<file path="src/rtl/rtc_regport_pkg.sv">
package rtc_regport_pkg;

  localparam int IDX_W     = 7;
  localparam int DATA_W    = 8;
  localparam int REG_COUNT = 1 << IDX_W;

  localparam logic [IDX_W-1:0] IDX_CTRL_A = 7'd10;
  localparam logic [IDX_W-1:0] IDX_CTRL_B = 7'd11;
  localparam logic [IDX_W-1:0] IDX_FLAGS  = 7'd12;
  localparam logic [IDX_W-1:0] IDX_STAT_D = 7'd13;

  localparam logic [DATA_W-1:0] RST_A    = 8'h26;
  localparam logic [DATA_W-1:0] RST_B    = 8'h02;
  localparam logic [DATA_W-1:0] VAL_D    = 8'h80;
  localparam logic [DATA_W-1:0] IDLE_RD  = 8'hFF;
  localparam logic [DATA_W-1:0] B_KEEP_ON_RESET = 8'h97;

  typedef struct packed {
    logic idxWr;
    logic wrA;
    logic wrB;
    logic wrMem;
    logic clrFlags;
  } portStrobe_t;

endpackage

</file>
<file path="src/rtl/rtc_regport_ctrl.sv">
module rtc_regport_ctrl
  import rtc_regport_pkg::*;
(
  input  logic             busWr,
  input  logic             busRd,
  input  logic             busAddr,
  input  logic [IDX_W-1:0] curIdx,
  output portStrobe_t      strb
);

  logic isCtrl;
  logic dataWr;

  always_comb begin
    isCtrl = (curIdx == IDX_CTRL_A) || (curIdx == IDX_CTRL_B) ||
             (curIdx == IDX_FLAGS)  || (curIdx == IDX_STAT_D);
    dataWr = busWr && busAddr;

    strb.idxWr    = busWr && !busAddr;
    strb.wrA      = dataWr && (curIdx == IDX_CTRL_A);
    strb.wrB      = dataWr && (curIdx == IDX_CTRL_B);
    strb.wrMem    = dataWr && !isCtrl;
    strb.clrFlags = busRd && busAddr && (curIdx == IDX_FLAGS);
  end

  always_comb begin
    a_r5_one_target: assert ($onehot0({strb.idxWr, strb.wrA, strb.wrB, strb.wrMem}))
      else $error("more than one write target in a cycle");
  end

endmodule

</file>
<file path="src/rtl/rtc_regport_dp.sv">
module rtc_regport_dp
  import rtc_regport_pkg::*;
(
  input  logic              clk,
  input  logic              rstN,
  input  portStrobe_t       strb,
  input  logic              busAddr,
  input  logic [DATA_W-1:0] busWdata,
  input  logic              evPeriodic,
  input  logic              evAlarm,
  input  logic              evUpdate,
  input  logic              uipSet,
  input  logic              uipClr,
  input  logic              resetEvt,
  output logic [IDX_W-1:0]  curIdx,
  output logic [DATA_W-1:0] busRdata,
  output logic [DATA_W-1:0] regA,
  output logic [DATA_W-1:0] regB,
  output logic              irq
);

  logic [DATA_W-1:0] regC;
  logic [DATA_W-1:0] aNext, bNext, cNext;
  logic [DATA_W-1:0] selData;
  logic [DATA_W-1:0] store [REG_COUNT];
  logic [2:0]        evBits;

  // index register
  always_ff @(posedge clk) begin
    if (!rstN)           curIdx <= '0;
    else if (strb.idxWr) curIdx <= busWdata[IDX_W-1:0];
  end

  // control byte A: bit 7 is owned by the calendar handshake
  always_comb begin
    aNext = regA;
    if (strb.wrA) aNext = {regA[7], busWdata[6:0]};
    if (uipClr)                     aNext[7] = 1'b0;
    else if (uipSet && !regB[7])    aNext[7] = 1'b1;
    if (strb.wrB && busWdata[7])    aNext[7] = 1'b0;
  end

  // control byte B
  always_comb begin
    bNext = regB;
    if (strb.wrB) begin
      bNext = busWdata;
      if (busWdata[7]) bNext[4] = 1'b0;
    end
    if (resetEvt) bNext = bNext & B_KEEP_ON_RESET;
  end

  // flag byte C: clear on read, then merge events, reset event dominates
  always_comb begin
    evBits = {evPeriodic, evAlarm, evUpdate};
    cNext  = regC;
    if (strb.clrFlags) cNext = '0;
    if (|evBits) cNext = cNext | {1'b1, evBits, 4'b0000};
    if (resetEvt) cNext[7:4] = 4'b0000;
  end

  always_ff @(posedge clk) begin
    if (!rstN) begin
      regA <= RST_A;
      regB <= RST_B;
      regC <= '0;
    end else begin
      regA <= aNext;
      regB <= bNext;
      regC <= cNext;
    end
  end

  // plain storage
  always_ff @(posedge clk) begin
    if (strb.wrMem) store[curIdx] <= busWdata;
  end

  always_comb begin
    unique case (curIdx)
      IDX_CTRL_A: selData = regA;
      IDX_CTRL_B: selData = regB;
      IDX_FLAGS:  selData = regC;
      IDX_STAT_D: selData = VAL_D;
      default:    selData = store[curIdx];
    endcase
    busRdata = busAddr ? selData : IDLE_RD;
  end

  assign irq = regC[7];

  // a host write to A never moves the update-in-progress bit
  a_r3_uip_kept: assert property (@(posedge clk) disable iff (!rstN)
    (strb.wrA && !uipSet && !uipClr) |=> (regA[7] == $past(regA[7])))
    else $error("A bit 7 changed by host write");

  // entering set mode clears update-in-progress and update enable
  a_r4_set_mode: assert property (@(posedge clk) disable iff (!rstN)
    (strb.wrB && busWdata[7] && !resetEvt) |=> (!regA[7] && !regB[4] && regB[7]))
    else $error("set mode side effects missing");

  // a clearing read with no event leaves no flags and no request
  a_r7_read_clears: assert property (@(posedge clk) disable iff (!rstN)
    (strb.clrFlags && !evPeriodic && !evAlarm && !evUpdate) |=> (regC == '0 && !irq))
    else $error("flags not cleared by read");

  // an alarm racing a clearing read survives
  a_r8_event_survives: assert property (@(posedge clk) disable iff (!rstN)
    (strb.clrFlags && evAlarm && !resetEvt) |=> (regC[5] && regC[7] && irq))
    else $error("event lost against clearing read");

  // reset event quiets enables and flags
  a_r9_reset_event: assert property (@(posedge clk) disable iff (!rstN)
    resetEvt |=> (regC[7:4] == 4'b0000 && !regB[6] && !regB[5] && !regB[3] && !irq))
    else $error("reset event did not quiet block");

  // any event raises the request on the next cycle
  a_r6_event_raises: assert property (@(posedge clk) disable iff (!rstN)
    ((evPeriodic || evAlarm || evUpdate) && !resetEvt) |=> irq)
    else $error("event did not raise irq");

endmodule

</file>
<file path="src/rtl/rtc_regport.sv">
module rtc_regport
  import rtc_regport_pkg::*;
(
  input  logic              clk,
  input  logic              rstN,
  input  logic              busWr,
  input  logic              busRd,
  input  logic              busAddr,
  input  logic [DATA_W-1:0] busWdata,
  output logic [DATA_W-1:0] busRdata,
  input  logic              evPeriodic,
  input  logic              evAlarm,
  input  logic              evUpdate,
  input  logic              uipSet,
  input  logic              uipClr,
  input  logic              resetEvt,
  output logic [DATA_W-1:0] ctrlA,
  output logic [DATA_W-1:0] ctrlB,
  output logic              irq
);

  portStrobe_t      strb;
  logic [IDX_W-1:0] curIdx;

  rtc_regport_ctrl u_ctrl (
    .busWr   (busWr),
    .busRd   (busRd),
    .busAddr (busAddr),
    .curIdx  (curIdx),
    .strb    (strb)
  );

  rtc_regport_dp u_dp (
    .clk        (clk),
    .rstN       (rstN),
    .strb       (strb),
    .busAddr    (busAddr),
    .busWdata   (busWdata),
    .evPeriodic (evPeriodic),
    .evAlarm    (evAlarm),
    .evUpdate   (evUpdate),
    .uipSet     (uipSet),
    .uipClr     (uipClr),
    .resetEvt   (resetEvt),
    .curIdx     (curIdx),
    .busRdata   (busRdata),
    .regA       (ctrlA),
    .regB       (ctrlB),
    .irq        (irq)
  );

endmodule

</file>
<file path="config.mk">
export PLATFORM = sky130hd
export DESIGN_NAME = rtc_regport
export DESIGN_NICKNAME = d
export VERILOG_FILES = /design/src/rtl/rtc_regport_pkg.sv /design/src/rtl/rtc_regport_ctrl.sv /design/src/rtl/rtc_regport_dp.sv /design/src/rtl/rtc_regport.sv
export SDC_FILE = /design/constraint.sdc
export NUM_CORES = 1
export LEC_CHECK = 0
export BUFFER_PORTS_ARGS = -buffer_cell sky130_fd_sc_hd__buf_2
export CORE_UTILIZATION = 25
export DETAILED_ROUTE_END_ITERATION = 8
export SYNTH_ARGS = -nofsm -noshare
export SYNTH_HDL_FRONTEND = slang
export SYNTH_SLANG_ARGS = --single-unit
</file>
<file path="constraint.sdc">
create_clock -name clk -period 2.9 [get_ports clk]
set_input_delay 0.29 -clock clk [delete_from_list [all_inputs] [get_ports clk]]
set_output_delay 0.29 -clock clk [all_outputs]
set_load 0.005 [all_outputs]
</file>
# Yosys cells after proc, flatten, opt, wreduce, memory -nomap -nowiden

Memory sizes are Yosys's and may differ from the RTL's. A register that Yosys moved wholly into a read port is not among the register bits.
Cells that the tools add are included.

$add $sub $neg: 0
Multiply operators: 0
Div/mod/pow operators: 0
$lt $le $gt $ge: 0
Equality and inequality tests: 4
Shifts and indexed selects: 0
Mux-type cells: 11
Bitwise logic cells: 2
Reduce and logical (&&, ||, !) cells: 18

Operators with widths:

| kind                                                 | count |
|---|---|
| 2-to-1 mux 8 bit                                     | 4 |
| case mux 8 bit (4 select lines)                      | 1 |
| equality test 7 x 4 -> 1 bit (second input constant) | 4 |
| 2-to-1 mux 7 bit                                     | 2 |
| logical AND 1 bit                                    | 9 |
| bitwise OR 8 bit                                     | 1 |
| OR reduction 3 bit                                   | 2 |
| 2-to-1 mux 1 bit                                     | 4 |
| logical NOT 1 bit                                    | 3 |
| logical OR 1 bit                                     | 3 |
| OR reduction 2 bit                                   | 1 |
| inverter 1 bit                                       | 1 |

Register bits: 31
Bits in latches: 0
RAM bits: 1024
ROM bits: 0
Output and inout port bits: 25
Memories kept: 1

Memories:

| memory     | words | width | read ports | clocked after Yosys merged registers in | wr ports | line                 | source |
|---|---|---|---|---|---|---|---|
| u_dp.store | 128   | 8     | 1          | 1                                       | 1        | rtc_regport_dp.sv:25 | `logic [DATA_W-1:0] store [REG_COUNT];` |

# Logic depth before layout (Yosys ltp)

Depth after elaboration: 8
Depth in mapped cells: 12
Mapped depth without buffers: 6

# Cells and area by module

From an unflattened synthesis, not the netlist that was laid out.

Cell total of the unflattened synthesis: 2127
Area total of the unflattened synthesis: 41599.9 µm²

Modules (own cells, without submodules):

| module           | instances | cells an instance | area each (µm²) |
|---|---|---|---|
| rtc_regport_dp   | 1         | 2117              | 41524.8 |
| rtc_regport_ctrl | 1         | 10                | 75.1 |

# Worst setup path after synthesis

OpenSTA, ideal clock, no wires.

Path type: flip-flop to output port
Start point: register (tool-made name)
End point: output busRdata[7]
Data arrival time: 2037 ps
Data required time: 2610 ps
Slack: 573 ps
Stages on the path, launching flop included: 10
Cell sequence: dfxtp_1 -> buf_6 -> buf_6 -> buf_6 -> buf_4 -> mux4_2 -> a22oi_1 -> o211ai_1 -> a211oi_1 -> nor3_1

RTL lines:

| element          | line              | source |
|---|---|---|
| end: declaration | rtc_regport.sv:10 | `output logic [DATA_W-1:0] busRdata,` |

==> results.md <==
- Run status: finished, violations left
- Failing checks: negative setup slack
- Core Footprint: 0.165 mm²
- Non-Filler Instances: 4781
- First-pass GRT wire length: 154 mm
- RSZ-0062 raised after global routing: yes
- Hold Path Class: in2reg
- Die area: 0.167 mm²
- CP max FO: 13
- Critical R2R Capture: u_dp.regA[7]$_SDFFE_PP0P_
- Slew margin rel.: 0.302
- H-tree levels: 3
- Seq/Total Area, Yosys: 0.759
- Layout Skew: 0.0190 ns
- Sw Ratio: 0.213
- Reg2reg path depth: 7
- Dpl ws: -0.539 ns
- Final Slew Violations: 0
- Overall power: 0.0316 W
- Post-layout minimum cycle time: 3.64 ns
- WP data required: 2.61 ns
- WHS Endpoint: u_dp.regC[4]$_SDFF_PP0_
- P_sw: 0.00672 W
- Later-pin clock latency in the skew report: 0.67 ns
- # diodes: 0
- Global Route Usage Sum: 0.124
- Root Driver: clkbuf_16
- Hold Path Origin: busRd
- # port buffers: 43
- TritonCTS buffer count: 101
- Via count: 21900
- Drt wl/cell: 22.1 µm
- Largest net degree at the start of global routing: 132
- Seq cells post-synth: 1058
- Clock slew at the register clock pins of the worst setup and hold paths: 0.06 ns
- CTS Sinks: 1058
- Final Wtd Congestion: 0.812
- Syn avg cell area: 19.8 µm²
- Final period util: 1.25
- Syn. warnings: 0
- Endpoints failing setup: 8
- Drt drc: 0
- Clock network power share: 0.406
- Fin nets: 2525
- PD cells: 614 mW/mm²
- Critical R2R Launch: u_dp.curIdx[4]$_SDFFE_PN0P_
- Clk buf depth: 3
- Met3 Use GR: 0.0165
- Met1 Use GR: 0.168
- Leak: 15.9 nW
- Initial Util: 0.251
- Vias in the first global route: 22500
- Drt total wl: 106 mm
- Crit. End Element: output port
- Placed cell count: 4537
- FFs w/ async S/R, synth: 0
- Total I/O pin count: 44
- Detailed Route Iter0 Violations: 2058
- Crit path kind: reg2out
- Core Util, Final: 0.312
- Die height: 409 µm
- Int Power: 0.0248 W
- PnR worst setup slack: -0.735 ns
- Least-Margin Pin Slew: 1.04 ns
- Dominant synthesized flop cell: edfxtp_1
- Met2 Usage GRT: 0.205
- Max Cap Viol: 0
- DR vias/cell: 4.58
- FF-to-FF setup slack: 0.11 ns
- Hold Vio Cnt, Final: 0
- CTS tree: done
- Rows: 149
- Most used routing layer: met2
- Data arrival time of the critical path: 3.35 ns
- First-pass iteration count of the detailed router: 5
- Peak Freq: 275 MHz
- Yosys cell types: 50
- Layout overhead on the synthesized area: 24.0%
- EDFF count, synth: 1024
- Cells after synthesis: 2095
- Hold_ws: 0.0464 ns
- Chip width: 409 µm
- Sequential Power Share: 0.534
- Maximum VDD drop: 0.000560 V
- Worst Hold Path Cells: 4
- Final ANT Viol Nets: 0
- Initial antenna violation count: 1
- Comb power frac: 0.060
- Share of cells above drive strength 1: 0.324
- Kind of start point of the critical path: flip-flop
- Mapped cell area: 0.0414 mm²
- DP HPWL: 65.7 mm
- Global route overflow: 0
-- placed cells by master, fill, tap and decap left out, drive strengths merged, types with 16 or more instances in the layout --
cell       n
mux4     198
dfxtp     34
nand2     69
clkinv    40
edfxtp  1024
o221ai    48
nand3     17
o22ai     50
a22oi     26
clkbuf   132
mux2i    163
conb      32
nor2     155
a31oi     16
a21oi     50
buf      382
-- worst max-delay path by stage --
stage | start | to | cells after the start
CTS | flip-flop | busRdata[3] | 10
finish | flip-flop | busRdata[6] | 13
detailed placement | flip-flop | busRdata[7] | 10
global placement | flip-flop | busRdata[7] | 10
global route | flip-flop | busRdata[6] | 13
floorplan | flip-flop | busRdata[7] | 9
-- sequential cells by signal, summed over array words and instances (netlist names), named ones only --
signal,cells
u_dp.regC,4
u_dp.regA,8
u_dp.curIdx,7
u_dp.regB,8
u_dp.store,1024
-- area by class of cell --
cell class	instances	area, µm²
clock buffers	132	2710
well taps	2189	2740
repair buffers	394	3960
multi-input cells	944	10000
clock inverters	57	482
flip-flops and latches	1058	31400
inverters	7	26.3
fillers	16000	113000
-- power by group through the flow --
stage	registers [W]	clock network, W	logic, W
2_1_floorplan	0.0172	0	0.000791
3_3_place_gp	0.0172	0	0.00163
3_5_place_dp	0.0172	0	0.00164
4_1_cts	0.0168	0.0130	0.00187
5_1_grt	0.0168	0.0136	0.00200
6_report	0.0168	0.0128	0.00190
-- cell usage after synthesis (16+ instances only) --
cell type	n	area [µm²]
edfxtp_1	1024	30700
mux4_2	198	4460
mux2i_1	163	1630
nor2_1	155	582
nand2_1	69	259
a21oi_1	50	250
o22ai_1	50	313
o221ai_1	48	420
clkbuf_1	45	169
dfxtp_1	34	681
buf_2	28	140
a22oi_1	26	195
buf_6	24	270
nand3_1	17	85.1
a31oi_1	16	100
-- stage by stage --
| step | TNS [ns] | instance area (µm²) |
|---|---|---|
| after floorplan | 0 | 41500 |
| after global placement | -2.68 | 46500 |
| after detailed placement | -2.48 | 46500 |
| after CTS | -5.13 | 51100 |
| after global routing | -5.81 | 51400 |
| final | -5.17 | 51400 |
-- what timing repair did --
action	4_1_cts	5_1_grt
cloned	11	0
pin swaps	38	30
endpoints found under the hold margin	9	0
setup buffers	34	14
endpoints found under the setup margin	8	8
resized for setup	123	56
hold buffers	7	0
-- cell families (layout without fill, tap and decap cells) --
| kind of cell | after synthesis | count (layout) | synth area share |
|---|---|---|---|
| buffers and inverters | 124 | 590 | 0.0199 |
| AO/OA/AOI/OAI | 238 | 238 | 0.0405 |
| AND/OR/NAND/NOR | 313 | 313 | 0.0339 |
| flip-flops | 1058 | 1058 | 0.759 |
| multiplexers | 361 | 361 | 0.147 |
| other | 1 | 32 | 0.0000905 |
-- metal layers --
metal / vias up / wire (µm) / part of all wire
met5: - / 0 / 0
met1: 11600 / 45900 / 0.44
met3: 154 / 5890 / 0.056
met4: 0 / 2840 / 0.027
li1: 9476 / - / -
met2: 712 / 50900 / 0.48
-- worst max-delay path, stage by stage (launching register included) --
cell,delay [ns]
dfxtp_4,0.36
buf_12,0.15
buf_12,0.13
buf_16,0.14
buf_16,0.15
buf_4,0.14
mux2i_1,0.11
o221ai_1,0.28
a31oi_1,0.17
buf_4,0.17
a21oi_4,0.18
o31ai_4,0.14
a211oi_4,0.37
buf_2,0.18
No activity file was read; power rests on OpenSTA's default activity.
